===== src/rtl/i2c_port_pkg.sv =====
`timescale 1ns/1ps
package i2c_port_pkg;

    typedef enum logic [3:0] {
        ST_IDLE,
        ST_DEV_ADDR,
        ST_DEV_ACK,
        ST_PTR_RX,
        ST_PTR_ACK,
        ST_WR_RX,
        ST_WR_ACK,
        ST_RD_TX,
        ST_RD_ACK,
        ST_IGNORE
    } port_state_t;

    function automatic logic [7:0] sat_inc(input logic [7:0] v, input logic [7:0] top);
        return (v >= top) ? top : v + 8'd1;
    endfunction

endpackage


===== src/rtl/i2c_line_sync.sv =====
`timescale 1ns/1ps
module i2c_line_sync #(
    parameter int STAGES = 2
) (
    input  logic clk,
    input  logic rst_n,
    input  logic scl_in,
    input  logic sda_in,
    output logic sda_s,
    output logic scl_rise,
    output logic scl_fall,
    output logic start_det,
    output logic stop_det
);
    logic [STAGES-1:0] scl_ch;
    logic [STAGES-1:0] sda_ch;
    logic              scl_s;
    logic              scl_q;
    logic              sda_q;

    generate
        if (STAGES == 1) begin : g_one
            always_ff @(posedge clk or negedge rst_n) begin
                if (!rst_n) begin
                    scl_ch <= '1;
                    sda_ch <= '1;
                end else begin
                    scl_ch <= scl_in;
                    sda_ch <= sda_in;
                end
            end
        end else begin : g_many
            always_ff @(posedge clk or negedge rst_n) begin
                if (!rst_n) begin
                    scl_ch <= '1;
                    sda_ch <= '1;
                end else begin
                    scl_ch <= {scl_ch[STAGES-2:0], scl_in};
                    sda_ch <= {sda_ch[STAGES-2:0], sda_in};
                end
            end
        end
    endgenerate

    assign scl_s = scl_ch[STAGES-1];
    assign sda_s = sda_ch[STAGES-1];

    always_ff @(posedge clk or negedge rst_n) begin
        if (!rst_n) begin
            scl_q <= 1'b1;
            sda_q <= 1'b1;
        end else begin
            scl_q <= scl_s;
            sda_q <= sda_s;
        end
    end

    assign scl_rise  = scl_s & ~scl_q;
    assign scl_fall  = ~scl_s & scl_q;
    assign start_det = scl_s & scl_q & sda_q & ~sda_s;
    assign stop_det  = scl_s & scl_q & ~sda_q & sda_s;

endmodule


===== src/rtl/i2c_reg_bank.sv =====
`timescale 1ns/1ps
module i2c_reg_bank #(
    parameter int NUM_REGS = 64
) (
    input  logic       clk,
    input  logic       rst_n,
    input  logic       wr_en,
    input  logic [7:0] wr_addr,
    input  logic [7:0] wr_data,
    input  logic [7:0] rd_addr_a,
    output logic [7:0] rd_data_a,
    input  logic [7:0] rd_addr_b,
    output logic [7:0] rd_data_b
);
    localparam int         IDXW  = (NUM_REGS > 1) ? $clog2(NUM_REGS) : 1;
    localparam logic [8:0] LIMIT = 9'(NUM_REGS);

    logic [7:0] mem [NUM_REGS];

    generate
        for (genvar g = 0; g < NUM_REGS; g++) begin : g_reg
            always_ff @(posedge clk or negedge rst_n) begin
                if (!rst_n) begin
                    mem[g] <= 8'h00;
                end else if (wr_en && (wr_addr == 8'(g))) begin
                    mem[g] <= wr_data;
                end
            end
        end
    endgenerate

    function automatic logic [7:0] fetch(input logic [7:0] a);
        logic [IDXW-1:0] idx;
        idx = a[IDXW-1:0];
        return ({1'b0, a} < LIMIT) ? mem[idx] : 8'h00;
    endfunction

    assign rd_data_a = fetch(rd_addr_a);
    assign rd_data_b = fetch(rd_addr_b);

endmodule


===== src/rtl/i2c_port_fsm.sv =====
`timescale 1ns/1ps
module i2c_port_fsm
    import i2c_port_pkg::*;
#(
    parameter logic [6:0] DEV_ADDR = 7'b1001100,
    parameter int         NUM_REGS = 64
) (
    input  logic        clk,
    input  logic        rst_n,
    input  logic        sda_s,
    input  logic        scl_rise,
    input  logic        scl_fall,
    input  logic        start_det,
    input  logic        stop_det,
    input  logic [7:0]  rd_data,
    output port_state_t state,
    output logic [7:0]  ptr,
    output logic        wr_en,
    output logic [7:0]  wr_addr,
    output logic [7:0]  wr_data,
    output logic        sda_low
);
    localparam logic [7:0] MAX_PTR = 8'(NUM_REGS - 1);

    port_state_t state_n;
    logic [3:0]  bit_cnt;
    logic [7:0]  shreg;
    logic        ack_ok;
    logic        rw_q;
    logic        mst_ack_q;
    logic        byte_done;
    logic [7:0]  byte_in;
    logic        drive_n;

    assign byte_done = (bit_cnt == 4'd8);
    assign byte_in   = {shreg[6:0], sda_s};

    // state register
    always_ff @(posedge clk or negedge rst_n) begin
        if (!rst_n) state <= ST_IDLE;
        else        state <= state_n;
    end

    // next-state logic
    always_comb begin
        state_n = state;
        if (start_det) begin
            state_n = ST_DEV_ADDR;
        end else if (stop_det) begin
            state_n = ST_IDLE;
        end else begin
            unique case (state)
                ST_IDLE:     state_n = ST_IDLE;
                ST_DEV_ADDR: if (scl_fall && byte_done) state_n = ack_ok ? ST_DEV_ACK : ST_IGNORE;
                ST_DEV_ACK:  if (scl_fall) state_n = rw_q ? ST_RD_TX : ST_PTR_RX;
                ST_PTR_RX:   if (scl_fall && byte_done) state_n = ack_ok ? ST_PTR_ACK : ST_IGNORE;
                ST_PTR_ACK:  if (scl_fall) state_n = ST_WR_RX;
                ST_WR_RX:    if (scl_fall && byte_done) state_n = ST_WR_ACK;
                ST_WR_ACK:   if (scl_fall) state_n = ST_WR_RX;
                ST_RD_TX:    if (scl_fall && byte_done) state_n = ST_RD_ACK;
                ST_RD_ACK:   if (scl_fall) state_n = mst_ack_q ? ST_RD_TX : ST_IGNORE;
                ST_IGNORE:   state_n = ST_IGNORE;
                default:     state_n = ST_IDLE;
            endcase
        end
    end

    // shift, count and pointer datapath
    always_ff @(posedge clk or negedge rst_n) begin
        if (!rst_n) begin
            bit_cnt   <= 4'd0;
            shreg     <= 8'h00;
            ack_ok    <= 1'b0;
            rw_q      <= 1'b0;
            mst_ack_q <= 1'b0;
            ptr       <= 8'h00;
            wr_en     <= 1'b0;
            wr_addr   <= 8'h00;
            wr_data   <= 8'h00;
        end else begin
            wr_en <= 1'b0;
            if (start_det || stop_det) begin
                bit_cnt <= 4'd0;
            end else begin
                unique case (state)
                    ST_DEV_ADDR, ST_PTR_RX, ST_WR_RX: begin
                        if (scl_rise && !byte_done) begin
                            shreg   <= byte_in;
                            bit_cnt <= bit_cnt + 4'd1;
                            if (bit_cnt == 4'd7) begin
                                if (state == ST_DEV_ADDR) begin
                                    ack_ok <= (byte_in[7:1] == DEV_ADDR);
                                    rw_q   <= byte_in[0];
                                end else if (state == ST_PTR_RX) begin
                                    ack_ok <= (byte_in <= MAX_PTR);
                                    if (byte_in <= MAX_PTR) ptr <= byte_in;
                                end else begin
                                    ack_ok  <= 1'b1;
                                    wr_en   <= 1'b1;
                                    wr_addr <= ptr;
                                    wr_data <= byte_in;
                                    ptr     <= sat_inc(ptr, MAX_PTR);
                                end
                            end
                        end else if (scl_fall && byte_done) begin
                            bit_cnt <= 4'd0;
                        end
                    end
                    ST_DEV_ACK, ST_PTR_ACK, ST_WR_ACK: begin
                        if (scl_fall) begin
                            bit_cnt <= 4'd0;
                            if (state == ST_DEV_ACK && rw_q) shreg <= rd_data;
                        end
                    end
                    ST_RD_TX: begin
                        if (scl_rise) begin
                            bit_cnt <= bit_cnt + 4'd1;
                        end else if (scl_fall) begin
                            if (byte_done) bit_cnt <= 4'd0;
                            else           shreg   <= {shreg[6:0], 1'b0};
                        end
                    end
                    ST_RD_ACK: begin
                        if (scl_rise) begin
                            mst_ack_q <= ~sda_s;
                            ptr       <= sat_inc(ptr, MAX_PTR);
                        end else if (scl_fall && mst_ack_q) begin
                            shreg   <= rd_data;
                            bit_cnt <= 4'd0;
                        end
                    end
                    ST_IDLE, ST_IGNORE: bit_cnt <= 4'd0;
                    default:            bit_cnt <= 4'd0;
                endcase
            end
        end
    end

    // open-drain drive decision, applied only at SCL falling edges
    always_comb begin
        unique case (state_n)
            ST_DEV_ACK, ST_PTR_ACK, ST_WR_ACK: drive_n = 1'b1;
            ST_RD_TX: drive_n = (state == ST_RD_TX) ? ~shreg[6] : ~rd_data[7];
            default:  drive_n = 1'b0;
        endcase
    end

    // output register
    always_ff @(posedge clk or negedge rst_n) begin
        if (!rst_n)                      sda_low <= 1'b0;
        else if (start_det || stop_det)  sda_low <= 1'b0;
        else if (scl_fall)               sda_low <= drive_n;
    end

endmodule


===== src/rtl/i2c_reg_port.sv =====
`timescale 1ns/1ps
module i2c_reg_port
    import i2c_port_pkg::*;
#(
    parameter logic [6:0] DEV_ADDR    = 7'b1001100,
    parameter int         NUM_REGS    = 64,
    parameter int         SYNC_STAGES = 2
) (
    input  logic       clk,
    input  logic       rst_n,
    input  logic       scl_in,
    input  logic       sda_in,
    output logic       sda_oe,
    input  logic [7:0] host_addr,
    output logic [7:0] host_rdata
);
    logic        sda_s;
    logic        scl_rise;
    logic        scl_fall;
    logic        start_det;
    logic        stop_det;
    port_state_t state;
    logic [7:0]  ptr;
    logic        wr_en;
    logic [7:0]  wr_addr;
    logic [7:0]  wr_data;
    logic [7:0]  fsm_rdata;

    i2c_line_sync #(.STAGES(SYNC_STAGES)) u_sync (
        .clk       (clk),
        .rst_n     (rst_n),
        .scl_in    (scl_in),
        .sda_in    (sda_in),
        .sda_s     (sda_s),
        .scl_rise  (scl_rise),
        .scl_fall  (scl_fall),
        .start_det (start_det),
        .stop_det  (stop_det)
    );

    i2c_port_fsm #(.DEV_ADDR(DEV_ADDR), .NUM_REGS(NUM_REGS)) u_fsm (
        .clk       (clk),
        .rst_n     (rst_n),
        .sda_s     (sda_s),
        .scl_rise  (scl_rise),
        .scl_fall  (scl_fall),
        .start_det (start_det),
        .stop_det  (stop_det),
        .rd_data   (fsm_rdata),
        .state     (state),
        .ptr       (ptr),
        .wr_en     (wr_en),
        .wr_addr   (wr_addr),
        .wr_data   (wr_data),
        .sda_low   (sda_oe)
    );

    i2c_reg_bank #(.NUM_REGS(NUM_REGS)) u_bank (
        .clk       (clk),
        .rst_n     (rst_n),
        .wr_en     (wr_en),
        .wr_addr   (wr_addr),
        .wr_data   (wr_data),
        .rd_addr_a (ptr),
        .rd_data_a (fsm_rdata),
        .rd_addr_b (host_addr),
        .rd_data_b (host_rdata)
    );

endmodule


===== config.mk =====
export PLATFORM = sky130hd
export DESIGN_NAME = i2c_reg_port
export DESIGN_NICKNAME = d
export VERILOG_FILES = /design/src/rtl/i2c_port_pkg.sv /design/src/rtl/i2c_line_sync.sv /design/src/rtl/i2c_reg_bank.sv /design/src/rtl/i2c_port_fsm.sv /design/src/rtl/i2c_reg_port.sv
export SDC_FILE = /design/constraint.sdc
export NUM_CORES = 1
export LEC_CHECK = 0
export BUFFER_PORTS_ARGS = -buffer_cell sky130_fd_sc_hd__buf_2
export CAP_MARGIN = 15
export CORE_MARGIN = 2
export CORE_UTILIZATION = 55
export DETAILED_ROUTE_END_ITERATION = 7
export HOLD_SLACK_MARGIN = 0.08
export PLACE_DENSITY = 0.71
export SLEW_MARGIN = 20
export SYNTH_ARGS = -nofsm -noshare
export SYNTH_HDL_FRONTEND = slang
export SYNTH_SLANG_ARGS = --single-unit

===== constraint.sdc =====
create_clock -name clk -period 2.95 [get_ports clk]
set_input_delay 0.4425 -clock clk [delete_from_list [all_inputs] [get_ports clk]]
set_output_delay 0.4425 -clock clk [all_outputs]
set_load 0.03 [all_outputs]

==> flow_metrics.tcl, run 1 <==
set metrics [dict create \
    internal_power_mw 12.25 \
    vias 19681 \
    path_max_fanout 3 \
    nets 2105 \
    vdd_drop_max_mv 0.5047 \
    r2r_start "u_fsm.ptr[0]" \
    p_seq_share_pct 49.1 \
    overflow 0 \
    die-area_um2 56180 \
    placed_cell_area_um2 31640 \
    drtIter0Drc 2188 \
    comb_power_share_pct 3.6 \
    slew_viol_final 0 \
    synth_area_leaders "dfrtp_1, mux4_2, mux2_2" \
    ys_warn_count 0 \
    setup_violations 8 \
    ys_ff_latch 562 \
    clock_latency_ps 650 \
    cp-startpoint "u_bank.mem[165]" \
    die_w_um 237.0 \
    start_util_pct 55.61 \
    finalSetupTns_ps -1461 \
    rows 85 \
    tightest_slew_ps 841.4 \
    synth-async-reset-ratio_pct 100.0 \
    final_cells 2828 \
    ant_nets 0 \
    ys_top_cells_by_count "dfrtp_1, mux2_2, mux4_2" \
    stdcell_area_um2 34030 \
    fmaxAchievable_mhz 315.3 \
    p_leak_nw 15.16 \
    clk_pin_slew_ps 60 \
    yosysMostFrequentCell "dfrtp_1" \
    cts.htree.levels 2 \
    status "finished with violations" \
    cp.required_ps 2510 \
    synth_top_area_share_pct 46.59 \
    swShare_pct 22.70 \
    final.setup_skew_ps 19.69 \
    fp.coreArea_um2 53710 \
    drc 0 \
    path_class "reg -> out" \
    post-route-min-period_ps 3171 \
    crit_path_end_kind "output port" \
    cts_made_buffers 60 \
    ys.flop_type "dfrtp_1" \
    root_buffer "clkbuf_16" \
    dp_hpwl_um 55560 \
    period_share_pct 107.5 \
    gp_congestion 0.8841 \
    hp-class "reg -> reg" \
    first_global_vias 19957 \
    cts.sinks 562 \
    wire_per_inst_um 30.38 \
    arrival_ps 2730 \
    synthCells 2002 \
    cts_tree "yes" \
    cap_violations 0 \
    dp_cells 2696 \
    synth_cell_types 61 \
    portBuffers 20 \
    powerDensity_nw_per_um2 465.8 \
    vias_per_cell 6.959 \
    synth-seq-area-share_pct 47.12 \
    num_io_pins 21 \
    register_area_um2 14100 \
    hold_violations 0 \
    cts_buffer_depth 3 \
    syn2layout_area_growth_pct 13.96 \
    synth_edf_count 0 \
    clkPwrFrac_pct 47.3 \
    maxSlewHeadroom_pct 43.91 \
    grt_setup_unrepaired "true" \
    grt_max_degree 97 \
    routed_wl_um 85920 \
    crit_path_start_kind "register" \
    violations "negative setup slack" \
    power_switching_mw 3.598 \
    fillers 3920 \
    layout-drive-gt1-share_pct 53.45 \
    synth_area_leader_cell "dfrtp_1" \
    multiInputGateArea_um2 15130 \
    netlist_area_um2 29860 \
    hp-start "u_sync.sda_ch[0]" \
    synth.avg_cell_area_um2 14.92 \
    die_h_um 237.0 \
    grt_pass1_wl_um 129400 \
    synth_fp_nets 2020 \
    first_pass_iters 6 \
    track_usage_pct 31.15 \
    antenna_found_initial 2 \
    fin_ws_ps -221.2 \
]
-- worst max-delay path: stages, from the launching register on --
cell and delay, ps:
dfrtp_1 400, mux4_2 480, mux4_2 570, mux2i_1 200
buf_4 170, o22ai_4 80, buf_6 190
-- layer usage --
metal | track usage [%] | vias up | part of all wire (%)
met5 | 0 | - | 0.017
met2 | 48.49 | 990 | 47
met3 | 7.158 | 240 | 9.6
met1 | 42.82 | 10475 | 39
met4 | 12.73 | 2 | 4.3
li1 | - | 7974 | -
-- cells by family after synthesis --
kind of cell,synth area share (%)
buf+inv,2.715
flops,47.12
fa+ha+maj,0.2514
simple gates,3.909
compound gates,3.834
xor+xnor,0.02933
mux,42.15
-- metrics by stage --
stage | total power, mW | hold WS [ps] | utilization (%) | setup WS [ps]
floorplan | 8.142 | 146.9 | - | 11.59
global placement | 8.467 | 350.3 | 58.91 | -215.6
detailed placement | 8.477 | 349.4 | 58.91 | -204.8
CTS | 15.95 | 357.8 | 62.91 | -209.5
global route | 16.31 | 362.8 | 63.36 | -300.2
finish | 15.85 | 355.1 | 63.37 | -221.2
-- cell type report --
type | instances | share of cell area [%]
inverter | 12 | 0.1323
sequential | 562 | 41.42
tap | 696 | 2.559
clock buffer | 89 | 5.202
multi-input combinational | 1260 | 44.44
antenna | 1 | 0.007353
clock inverter | 17 | 0.4926
timing repair buffer | 191 | 5.739
-- registers in the layout, summed over array words and instances (netlist names) --
name	count
u_fsm.wr_data	8
u_fsm.shreg	7
u_fsm.ack_ok	1
u_fsm.mst_ack_q	1
u_fsm.wr_en	1
u_bank.mem	512
u_fsm.state	4
u_sync.scl_ch	2
u_fsm.ptr	8
u_sync.sda_ch	2
u_fsm.bit_cnt	4
u_sync.scl_q	1
u_fsm.sda_low	1
u_fsm.rw_q	1
u_sync.sda_q	1
u_fsm.wr_addr	8
-- worst paths after layout --
| path | end | slack [ps] | cells past startpoint |
|---|---|---|---|
| min reg2reg | u_sync.sda_ch[1] | 360 | 0 |
| min | u_sync.sda_ch[1] | 360 | 0 |
| max in group asynchronous | u_bank.mem[57] | 1580 | 3 |
| max | host_rdata[5] | -220 | 6 |
| min in group asynchronous | u_bank.mem[219] | 380 | 2 |
| max reg2reg | u_fsm.shreg[5] | 70 | 9 |
-- power by group through the flow --
stage               Clock (mW)  Combinational (mW)  Sequential, mW
finish                    7.50               0.573            7.78
CTS                       7.60               0.569            7.78
global placement             0               0.551            7.92
floorplan                    0               0.237            7.90
global route              7.90               0.628            7.78
detailed placement           0               0.559            7.92
-- placed cells by master (no fill, tap or decap), drive strengths merged, types with 14 or more instances in the layout --
cell type,Yosys,layout
mux2i,20,20
mux4,285,285
nand3,15,15
inv,12,14
a21oi,49,49
clkbuf,121,91
o21ai,22,22
dfrtp,556,556
nor2,70,70
buf,47,186
nor3,14,14
mux2,530,530
nand2,74,74
a22oi,62,62
-- repair_timing --
item,CTS,global route
setup buffers,6,15
gates cloned,0,1
gates resized for setup,29,14
endpoints found under the setup margin,9,15
endpoints found under the hold margin,49,0
hold buffers,3,0
Power figures use the tool's default switching activity.
==> inputs of run 2 (changes only) <==
==> constraint.sdc (replaced) <==
create_clock -name clk -period 2.95 [get_ports clk]
set_input_delay 0.1475 -clock clk [delete_from_list [all_inputs] [get_ports clk]]
set_output_delay 0.1475 -clock clk [all_outputs]
set_load 0.03 [all_outputs]
==> flow_metrics.tcl, run 2 (synthesis gave the netlist of run 1 again) <==
set metrics [dict create \
    status "finished with violations" \
    violations "design-rule violations" \
    antenna_found_initial 3 \
    die-area_um2 56180 \
    hold_violations 0 \
    tightest_slew_ps 1127 \
    rows 85 \
    cts_tree "yes" \
    die_w_um 237.0 \
    post-route-min-period_ps 2900 \
    dp_cells 2655 \
    maxSlewHeadroom_pct 24.84 \
    max_flop_register "u_bank.mem" \
    portBuffers 20 \
    fp.coreArea_um2 53710 \
    p_seq_share_pct 48.7 \
    layout-drive-gt1-share_pct 51.38 \
    hp-class "in -> reg" \
    syn2layout_area_growth_pct 11.60 \
    grt_pass1_wl_um 128000 \
    first_pass_iters 8 \
    grt_setup_unrepaired "true" \
    track_usage_pct 30.79 \
    largest_register_ffs 512 \
    hp-start "sda_in" \
    clock_latency_ps 640 \
    setup_violations 0 \
    r2r_start "u_fsm.ptr[0]" \
    nets 2043 \
    reg2reg_depth 7 \
    start_util_pct 55.61 \
    cts_made_buffers 60 \
    cp-startpoint "u_bank.mem[227]" \
    slew_viol_final 0 \
    powerDensity_nw_per_um2 482.0 \
    power_mw 16.06 \
    endpoint "host_rdata[3]" \
    period_share_pct 98.31 \
    most-common-layout-cells "dfrtp_1, mux2_2, mux4_2" \
    final.setup_skew_ps 23.73 \
    cts_buffer_depth 3 \
    clk_pin_slew_ps 60 \
    finalSetupTns_ps 0 \
    die_h_um 237.0 \
    cp.required_ps 2800 \
    vias 19008 \
    r2r_end "u_fsm.shreg[4]" \
    overflow 0 \
    internal_power_mw 12.49 \
    arrival_ps 2750 \
    ant_nets 0 \
    path_class "reg -> out" \
    p_leak_nw 14.84 \
    drc 6 \
    clkPwrFrac_pct 48.0 \
    first_global_vias 19756 \
    crit_path_start_kind "register" \
    routed_wl_um 83740 \
    drtIter0Drc 1708 \
    gp_congestion 0.8915 \
    crit_path_end_kind "output port" \
    fmaxAchievable_mhz 344.8 \
    cts.htree.levels 2 \
    comb_power_share_pct 3.2 \
    cts.sinks 562 \
    swShare_pct 22.28 \
    wire_per_inst_um 30.25 \
    dp_hpwl_um 54360 \
    final_cells 2768 \
    num_io_pins 21 \
    reg2reg_slack_ps 130 \
    grt_max_degree 119 \
    vdd_drop_max_mv 0.4428 \
    path_max_fanout 3 \
    vias_per_cell 6.867 \
    power_switching_mw 3.580 \
    mostFrequentLayoutCell "dfrtp_1" \
    cap_violations 0 \
    root_buffer "clkbuf_16" \
]
==> run 2: cell count changes in the layout (fill, tap and decap cells not counted), sizes merged <==
cell and change:
buf -61, clkbuf -5, bufinv +4, clkinv +2, clkinvlp +1, inv -1
==> run 2: worst min-delay path by stage <==
stage | depth (start not counted) | end | slack, ps
after global routing | 2 | u_sync.sda_ch[0] | 160
after CTS | 2 | u_sync.sda_ch[0] | 140
final | 2 | u_sync.sda_ch[0] | 170
after detailed placement | 1 | u_bank.mem[195] | 110
after floorplan | 0 | u_bank.mem[0] | -150
after global placement | 1 | u_bank.mem[195] | 110
==> run 2: critical path, stage by stage (launching register included) <==
cell     delay, ps
dfrtp_1        400
mux4_2         470
mux4_2         580
mux2i_2        280
o22ai_1        170
buf_2          230
==> run 2: layer usage <==
layer / part of all wire (%) / track usage (%)
met5: 0.013 / 0
met3: 8.8 / 8.289
met2: 47 / 46.95
met1: 40 / 42.44
met4: 4.4 / 12.50
==> run 2: area by class of cell <==
type                    count  area (um2)
diodes                      1       2.502
clock buffers              85        1725
clock inverters            23       289.0
fillers                  3849       20380
inverters                  12       45.04
multi-input cells        1260       15000
flip-flops and latches    562       14100
well taps                 696       870.8
repair buffers            129        1296
==> run 2: timing repair <==
action                     CTS  global route
hold endpoints to repair   558             0
gates resized for setup      0             3
hold buffers                 4             0
buffers inserted             0             0
setup endpoints to repair    0             5
==> run 2: stage by stage <==
stage | worst slack (ps) | area [um2] | util [%] | hold WS (ps)
finish | 49.75 | 33330 | 62.06 | 167.5
global route | -19.08 | 33330 | 62.05 | 156.0
CTS | 3.481 | 33310 | 62.01 | 135.9
detailed placement | 133.1 | 31230 | 58.15 | 110.6
global placement | 147.2 | 31210 | 58.12 | 110.6
floorplan | 581.2 | 29860 | - | -148.1
==> run 2: power groups by stage <==
stage,Clock [mW],Combinational [mW],Sequential (mW)
CTS,7.84,0.533,7.82
global route,8.19,0.573,7.82
finish,7.72,0.520,7.83
floorplan,0,0.237,7.90
global placement,0,0.519,7.96
detailed placement,0,0.522,7.96
